**src/rtl/sram_seq_pkg.sv**
```systemverilog
package sram_seq_pkg;
  typedef enum logic [1:0] {
    PH_IDLE   = 2'd0,
    PH_SETUP  = 2'd1,
    PH_STROBE = 2'd2,
    PH_HOLD   = 2'd3
  } phase_e;

  function automatic int unsigned max3(input int unsigned a, input int unsigned b,
                                       input int unsigned c);
    int unsigned m;
    m = (a > b) ? a : b;
    return (m > c) ? m : c;
  endfunction
endpackage

```
**src/rtl/sram_wait_sync.sv**
```systemverilog
module sram_wait_sync #(
  parameter int STAGES = 2
) (
  input  logic clk,
  input  logic rst_n,
  input  logic async_n,
  output logic sync_n
);
  logic [STAGES-1:0] chain_q;

  generate
    if (STAGES == 1) begin : g_single
      always_ff @(posedge clk or negedge rst_n) begin
        if (!rst_n) chain_q <= '1;
        else        chain_q <= async_n;
      end
    end else begin : g_multi
      always_ff @(posedge clk or negedge rst_n) begin
        if (!rst_n) chain_q <= '1;
        else        chain_q <= {chain_q[STAGES-2:0], async_n};
      end
    end
  endgenerate

  assign sync_n = chain_q[STAGES-1];
endmodule

```
**src/rtl/sram_phase_ctl.sv**
```systemverilog
module sram_phase_ctl
  import sram_seq_pkg::*;
#(
  parameter int SETUP_W = 2,
  parameter int WAIT_W  = 4,
  parameter int HOLD_W  = 2
) (
  input  logic              clk,
  input  logic              rst_n,
  input  logic              start,
  input  logic [SETUP_W-1:0] setup_code,
  input  logic [WAIT_W-1:0]  wait_code,
  input  logic [HOLD_W-1:0]  hold_code,
  input  logic              ext_ok,
  output phase_e            phase,
  output logic              strobe_end,
  output logic              done
);
  localparam int CNT_W = max3(SETUP_W, WAIT_W, HOLD_W);

  phase_e             phase_q;
  logic [CNT_W-1:0]   cnt_q;
  logic [WAIT_W-1:0]  wait_q;
  logic [HOLD_W-1:0]  hold_q;
  logic               cnt_zero;

  assign cnt_zero = (cnt_q == '0);

  always_ff @(posedge clk or negedge rst_n) begin
    if (!rst_n) begin
      phase_q <= PH_IDLE;
      cnt_q   <= '0;
      wait_q  <= '1;
      hold_q  <= '1;
    end else begin
      unique case (phase_q)
        PH_IDLE: begin
          if (start) begin
            phase_q <= PH_SETUP;
            cnt_q   <= CNT_W'(setup_code);
            wait_q  <= wait_code;
            hold_q  <= hold_code;
          end
        end
        PH_SETUP: begin
          if (cnt_zero) begin
            phase_q <= PH_STROBE;
            cnt_q   <= CNT_W'(wait_q);
          end else begin
            cnt_q <= cnt_q - CNT_W'(1);
          end
        end
        PH_STROBE: begin
          if (!cnt_zero) begin
            cnt_q <= cnt_q - CNT_W'(1);
          end else if (ext_ok) begin
            phase_q <= PH_HOLD;
            cnt_q   <= CNT_W'(hold_q);
          end
        end
        PH_HOLD: begin
          if (cnt_zero) phase_q <= PH_IDLE;
          else          cnt_q   <= cnt_q - CNT_W'(1);
        end
        default: phase_q <= PH_IDLE;
      endcase
    end
  end

  assign phase      = phase_q;
  assign strobe_end = (phase_q == PH_STROBE) && cnt_zero && ext_ok;
  assign done       = (phase_q == PH_HOLD) && cnt_zero;

  // wait pin cannot end the strobe while static cycles remain
  a_r5_static_first: assert property (@(posedge clk) disable iff (!rst_n)
    (phase_q == PH_STROBE && !cnt_zero) |=> (phase_q == PH_STROBE));

  // hold completion returns to idle
  a_r4_hold_to_idle: assert property (@(posedge clk) disable iff (!rst_n)
    done |=> (phase_q == PH_IDLE));

  // an accepted request enters setup
  a_r2_start_setup: assert property (@(posedge clk) disable iff (!rst_n)
    (phase_q == PH_IDLE && start) |=> (phase_q == PH_SETUP));

  // the strobe ends only through an expired count with wait released
  a_r5_exit_rule: assert property (@(posedge clk) disable iff (!rst_n)
    (phase_q == PH_STROBE && !ext_ok) |=> (phase_q == PH_STROBE));
endmodule

```
**src/rtl/sram_timing_seq.sv**
```systemverilog
module sram_timing_seq
  import sram_seq_pkg::*;
#(
  parameter int ADDR_W      = 26,
  parameter int DATA_W      = 16,
  parameter int SETUP_W     = 2,
  parameter int WAIT_W      = 4,
  parameter int HOLD_W      = 2,
  parameter int SYNC_STAGES = 2
) (
  input  logic               clk,
  input  logic               rst_n,
  input  logic [SETUP_W-1:0] cfg_setup,
  input  logic [WAIT_W-1:0]  cfg_wait,
  input  logic [HOLD_W-1:0]  cfg_hold,
  input  logic               req_valid,
  output logic               req_ready,
  input  logic               req_write,
  input  logic [ADDR_W-1:0]  req_addr,
  input  logic [DATA_W-1:0]  req_wdata,
  output logic               rsp_valid,
  output logic [DATA_W-1:0]  rsp_rdata,
  output logic [ADDR_W-1:0]  mem_addr,
  output logic               mem_ce_n,
  output logic               mem_rd_n,
  output logic               mem_wr_n,
  output logic [DATA_W-1:0]  mem_dq_out,
  output logic               mem_dq_oe,
  input  logic [DATA_W-1:0]  mem_dq_in,
  input  logic               mem_wait_n
);
  phase_e            phase;
  logic              strobe_end;
  logic              done;
  logic              wait_ok;
  logic              accept;
  logic [ADDR_W-1:0] addr_q;
  logic [DATA_W-1:0] wdata_q;
  logic [DATA_W-1:0] rdata_q;
  logic              write_q;

  assign req_ready = (phase == PH_IDLE);
  assign accept    = req_valid && req_ready;

  sram_wait_sync #(.STAGES(SYNC_STAGES)) u_sync (
    .clk     (clk),
    .rst_n   (rst_n),
    .async_n (mem_wait_n),
    .sync_n  (wait_ok)
  );

  sram_phase_ctl #(
    .SETUP_W (SETUP_W),
    .WAIT_W  (WAIT_W),
    .HOLD_W  (HOLD_W)
  ) u_ctl (
    .clk        (clk),
    .rst_n      (rst_n),
    .start      (accept),
    .setup_code (cfg_setup),
    .wait_code  (cfg_wait),
    .hold_code  (cfg_hold),
    .ext_ok     (wait_ok),
    .phase      (phase),
    .strobe_end (strobe_end),
    .done       (done)
  );

  always_ff @(posedge clk or negedge rst_n) begin
    if (!rst_n) begin
      addr_q  <= '0;
      wdata_q <= '0;
      write_q <= 1'b0;
    end else if (accept) begin
      addr_q  <= req_addr;
      wdata_q <= req_wdata;
      write_q <= req_write;
    end
  end

  always_ff @(posedge clk or negedge rst_n) begin
    if (!rst_n)                    rdata_q <= '0;
    else if (strobe_end && !write_q) rdata_q <= mem_dq_in;
  end

  assign mem_addr   = addr_q;
  assign mem_ce_n   = (phase == PH_IDLE);
  assign mem_rd_n   = !((phase == PH_STROBE) && !write_q);
  assign mem_wr_n   = !((phase == PH_STROBE) && write_q);
  assign mem_dq_out = wdata_q;
  assign mem_dq_oe  = (phase != PH_IDLE) && write_q;
  assign rsp_valid  = done;
  assign rsp_rdata  = rdata_q;

  // never both strobes at once
  a_r7_one_strobe: assert property (@(posedge clk) disable iff (!rst_n)
    !(!mem_rd_n && !mem_wr_n));

  // a strobe only inside an active chip enable
  a_r2_strobe_in_ce: assert property (@(posedge clk) disable iff (!rst_n)
    (!mem_rd_n || !mem_wr_n) |-> !mem_ce_n);

  // completion is a single-cycle pulse
  a_r8_ack_single: assert property (@(posedge clk) disable iff (!rst_n)
    rsp_valid |=> !rsp_valid);

  // no request taken during an access
  a_r8_busy_not_ready: assert property (@(posedge clk) disable iff (!rst_n)
    !mem_ce_n |-> !req_ready);

  // address held while chip enable is low
  a_r10_addr_hold: assert property (@(posedge clk) disable iff (!rst_n)
    (!mem_ce_n && $past(!mem_ce_n)) |-> $stable(mem_addr));

  // chip enable returns high after completion
  a_r8_ce_gap: assert property (@(posedge clk) disable iff (!rst_n)
    rsp_valid |=> mem_ce_n);
endmodule

```
**config.mk**
```make
export PLATFORM = sky130hd
export DESIGN_NAME = sram_timing_seq
export DESIGN_NICKNAME = d
export VERILOG_FILES = /design/src/rtl/sram_seq_pkg.sv /design/src/rtl/sram_wait_sync.sv /design/src/rtl/sram_phase_ctl.sv /design/src/rtl/sram_timing_seq.sv
export SDC_FILE = /design/constraint.sdc
export NUM_CORES = 1
export LEC_CHECK = 0
export ABC_AREA = 1
export CAP_MARGIN = 40
export CORE_ASPECT_RATIO = 0.9
export CORE_UTILIZATION = 43
export CTS_CLUSTER_DIAMETER = 60
export CTS_CLUSTER_SIZE = 30
export DETAILED_ROUTE_END_ITERATION = 7
export GPL_TIMING_DRIVEN = 0
export PLACE_DENSITY_LB_ADDON = 0.05
export SLEW_MARGIN = 20
export SYNTH_ARGS = -nofsm -noshare
export SYNTH_HDL_FRONTEND = slang
export SYNTH_HIERARCHICAL = 1
export SYNTH_SLANG_ARGS = --single-unit
```
**constraint.sdc**
```tcl
create_clock -name clk -period 2.07 [get_ports clk]
set_input_delay 0.5175 -clock clk [delete_from_list [all_inputs] [get_ports clk]]
set_output_delay 0.5175 -clock clk [all_outputs]
set_load 0.01 [all_outputs]
```
Word level (Yosys, flattened, before mapping)
Cells that the tools add are included.

Add/subtract/negate cells: 1. Multiply operators: 0. Divide/modulo/power cells: 0. Order comparisons: 0. Eq/ne operators: 10. Shifts and indexed selects: 0. Mux-type cells: 12. Bitwise gates (word level): 0. Reductions and logical operators: 17.

Operators by type and width (count): $mux W4 (5); $pmux W4 S4 (1); $mux W2 (5); $ne A2 B1 Y1 const B (5); $logic_and A1 B1 Y1 (8); $pmux W2 S4 (1); $reduce_and A5 Y1 (1); $eq A2 B2 Y1 const B (2); $logic_not A4 Y1 (1); $sub A4 B1 Y4 const B (1); $logic_not A1 Y1 (3); $ne A3 B3 Y1 const B (1); $reduce_and A3 Y1 (1); $eq A2 B1 Y1 const B (1); $logic_not A2 Y1 (1); $ne A2 B2 Y1 const B (1); $reduce_and A2 Y1 (1); $reduce_bool A2 Y1 (1).

Flip-flop bits (word level): 73. Bits in latches: 0. Memory bits (writable): 0. ROM bits: 0. Input port bits: 71. Output and inout port bits: 64. Word-level logic and storage cells: 49. Memories kept: 0.

Logic depth before layout (Yosys ltp)
Depth in word-level cells: 4. Depth in mapped cells: 10.

By module
The synthesis kept the hierarchy.

By module, submodules not included: sram_timing_seq (instances 1, cells an instance 263, area an instance 2392.3 µm², seq. area each 1476.4 µm²); sram_phase_ctl (instances 1, cells an instance 105, area an instance 824.5 µm², seq. area each 307.8 µm²); sram_wait_sync (instances 1, cells an instance 2, area an instance 52.6 µm², seq. area each 52.6 µm²).

Worst setup path before layout
Ideal clock, no wire load.

Path type: register -> register. Start: register u_ctl.cnt_q[0]. End: register rdata_q[10] (netlist: rsp_rdata[10]). Setup time: 0.117 ns. Arrival time: 1.626 ns. Data required time: 1.953 ns. Path slack: 0.327 ns. Stages on the path, launching flop included: 10. Clock period less this slack: 1.743 ns. Cell sequence: dfrtp_1 > inv_1 > ha_1 > nand2_4 > nor3b_1 > buf_2 > nand2_1 > buf_2 > nand2_1 > nand2_1.

Longest elaborated chain between the ends: 4.

RTL lines: start, declared (line sram_phase_ctl.sv:22) `logic [CNT_W-1:0] cnt_q;`; start signal, assigned (line sram_phase_ctl.sv:40) `cnt_q <= CNT_W'(setup_code);`; start signal, assigned (line sram_phase_ctl.sv:48) `cnt_q <= CNT_W'(wait_q);`; start signal, assigned (line sram_phase_ctl.sv:50) `cnt_q <= cnt_q - CNT_W'(1);`; $logic_not A4 Y1 (line sram_phase_ctl.sv:27) `assign cnt_zero = (cnt_q == '0);`; $logic_and A1 B1 Y1 (2 in series) (line sram_phase_ctl.sv:71) `assign strobe_end = (phase_q == PH_STROBE) && cnt_zero && ext_ok;`; via strobe_end (line sram_timing_seq.sv:33) `logic strobe_end;`; $logic_and A1 B1 Y1 (line sram_timing_seq.sv:83) `else if (strobe_end && !write_q) rdata_q <= mem_dq_in;`; end signal, assigned (line sram_timing_seq.sv:83); end, declared (line sram_timing_seq.sv:39) `logic [DATA_W-1:0] rdata_q;`.

The timed path passes the listed nets, and every way through them passes these cells. A chain may end at the register's enable or synchronous reset.

Worst setup path after layout
Start: register u_ctl.cnt_q[0]. End: output rsp_valid.

Longest elaborated chain between the ends: 2.

RTL lines: $logic_not A4 Y1 (line sram_phase_ctl.sv:27); $logic_and A1 B1 Y1 (line sram_phase_ctl.sv:72) `assign done = (phase_q == PH_HOLD) && cnt_zero;`; end, declared (line sram_timing_seq.sv:21) `output logic rsp_valid,`.

No other way between the ends.

==> flow_summary.json <==
{
  "syn_avg_cell_area_sq_um": 8.84,
  "leakagePower_nw": 2.45,
  "ant_nets": 0,
  "wl_per_cell_um": 13.0,
  "max_freq_mhz": 502,
  "clk_latency_ns": 0.35,
  "cts_root_buf": "clkbuf_8",
  "overflow": 0,
  "syn_inst": 370,
  "power.density_nw_per_um2": 1490,
  "port_buffers": 133,
  "min_period_over_period_pct": 96.3,
  "cts_tree": "done",
  "grt.met2_usage_pct": 33.8,
  "grt_pass1_vias": 2796,
  "crit_family": "flip-flops",
  "ir_drop_mv": 0.783,
  "routed-via-count": 2952,
  "finalClockSkew_ns": 0.00712,
  "fin_ws_ns": 0.0763,
  "whs_ns": 0.116,
  "path_cells": "inv_2, ha_4, nand2_4, nor2_2, clkdlybuf4s15_2",
  "grt_pass1_wl_mm": 13.3,
  "wl_mm": 8.03,
  "post-route-min-period_ns": 1.99,
  "place_area_sq_um": 4730,
  "final_area_sq_um": 5030,
  "pre_cts_slack_ns": -0.0921,
  "hold_viol_final": 0,
  "dieArea_sq_um": 7960,
  "drc": 0,
  "max-cap-violations": 0,
  "worstMarginPinSlew_ns": 0.472,
  "cts_sinks": 73,
  "numCtsBuffers": 9,
  "setup_viol_count_final": 0,
  "cts_max_path_buffers": 2,
  "hold_path.class": "in -> async",
  "grt_antenna_before_repair": 0,
  "end_kind": "output pin",
  "core_sq_um": 7180,
  "relSlewSlack_pct": 68.5,
  "yosys.area_share.simple_pct": 31.5,
  "die_h_um": 84.7,
  "die_width_um": 93.9,
  "drt-initial-drc-count": 90,
  "flow.area_growth_from_synthesis_pct": 53.8,
  "synth.distinct_cells": 25,
  "track_usage_pct": 21.6,
  "finalCoreUtilization_pct": 70.0,
  "crit_required_ns": 1.55,
  "dr.pass1.iters": 5,
  "cpMaxStageDelayCell": "dfrtp_1",
  "met3_usage_pct": 8.15,
  "top_usage_layer": "met2",
  "path_class": "reg -> out",
  "cts.htree.levels": 3,
  "clkTransAtPathRegs_ns": 0.08,
  "gp_congestion": 0.758,
  "synth_compound_gate_area_share_pct": 1.91,
  "boundaryPins": 135,
  "synth_fa_ha_area_share_pct": 2.68,
  "cp_data_arrival_time_ns": 1.48,
  "antenna_cells": 0,
  "start_util_pct": 45.5,
  "cp-start-kind": "register",
  "yosys_register_bits": 73,
  "syn_area_sq_um": 3270,
  "rrSetupSlack_ns": 0.21,
  "syn_nets": 448,
  "critPathMaxFanout": 10,
  "dp_hpwl_mm": 5.76,
  "slew_violations": 0,
  "post_route_cells_drive_above_1_share_pct": 13.7,
  "yosysSeqAreaShare_pct": 56.2,
  "grt_util_met1_pct": 27.1,
  "viasPerCell": 4.77,
  "cpPeakStageDelay_ns": 0.41,
  "grt_max_degree": 39,
  "hold_buffers": 0,
  "fp-row-count": 29,
  "status": "complete, no violations",
  "synthXorXnorAreaFrac_pct": 0.268,
  "ys.warnings.count": 6,
  "nets": 599,
  "synth_mux_area_share_pct": 1.38,
  "crit_buf_inv": 2,
  "synth_top_family_by_area": "simple AND/OR/NAND/NOR gates"
}
==> cell families after synthesis <==
| group | after synthesis |
|---|---|
| buffers and inverters | 37 |
| and+or+nand+nor | 239 |
| DFF | 73 |
| muxes | 4 |
| xor gates and xnor gates | 1 |
| adders and majority gates | 7 |
| AOI/OAI and AO/OA | 9 |
==> state kept, by name (all words and copies together), names as in the netlist <==
name and cells:
mem_addr 26, mem_dq_out 16, rsp_rdata 16, u_ctl/cnt_q 4, u_ctl/hold_q 2, u_ctl/phase 2
u_ctl/wait_q 4, u_sync/chain_q 2, write_q 1
==> report_power, final <==
group	total [mW]	switching (mW)	internal, mW
Combinational	3.84	1.89	1.95
Clock	1.12	0.561	0.561
Sequential	2.52	0.372	2.14
==> area by class of cell <==
type                    count  area [sq um]
well taps                  93           116
plain buffers              17           135
clock buffers              10           128
multi-input cells         260          1270
fillers                   603          2150
flip-flops and latches     73          1840
repair buffers            141          1400
clock inverters             6          68.8
inverters                  19          73.8
==> synthesized netlist by cell type (all sizes together) <==
cell type / count / area [sq um]
nand3b: 1 / 7.51
nand3: 71 / 355
a21o: 1 / 7.51
buf: 17 / 123
nor3b: 1 / 7.51
ha: 7 / 87.6
nor2: 15 / 73.8
xnor2: 1 / 8.76
a21oi: 3 / 15.0
clkbuf: 1 / 3.75
nand4: 2 / 12.5
nand2: 149 / 574
inv: 19 / 71.3
dfrtp: 65 / 1630
dfstp: 8 / 210
o21ai: 5 / 40.0
mux2: 4 / 45.0
==> routing by layer <==
metal,up-vias,share of wire (%),routed length [um]
met2,91,46,3730
met4,0,2.0,162
met1,1366,44,3500
met5,-,0,0
li1,1478,-,-
met3,17,7.9,632
==> final timing paths <==
path / start / to / cells past startpoint
setup / recovery: u_ctl/cnt_q[0] / rsp_valid / 5
hold / removal: rst_n / u_ctl/cnt_q[0] / 1
setup reg to reg: u_ctl/phase[0] / rsp_rdata[6] / 9
hold reg to reg: u_sync/chain_q[0] / u_sync/chain_q[1] / 0
max in group asynchronous: rst_n / u_sync/chain_q[0] / 2
min in group clk: u_sync/chain_q[0] / u_sync/chain_q[1] / 0
==> timing repair <==
item,CTS,global route
gates resized for setup,18,9
buffers inserted,4,3
setup endpoints to repair,6,11
pin swaps,1,1
==> through the flow <==
stage	std cells	power [mW]	setup TNS, ns
after floorplan	370	4.44	0
after global placement	596	6.15	-145.96
after detailed placement	597	6.24	-0.184
after CTS	617	7.48	0
after global routing	619	8.05	-0.000868
final	619	7.48	0
==> layout by cell type, fill, tap and decap left out, types with 2 or more instances in the layout <==
master and count:
nand4_1 2, buf_2 5, buf_6 6, clkbuf_8 9, buf_4 13, o21ai_0 3, nand2_1 146, inv_1 15
inv_2 3, a21oi_1 3, mux2_2 4, ha_1 4, ha_4 2, clkdlybuf4s50_1 126, dfrtp_1 63, dlygate4sd2_1 5
dfstp_2 8, nor2_4 2, nand2_4 3, nor2_1 11, dfrtp_2 2, nand3_1 71, clkinv_4 3, nor2_2 2
(Power assumes the default switching activity.)
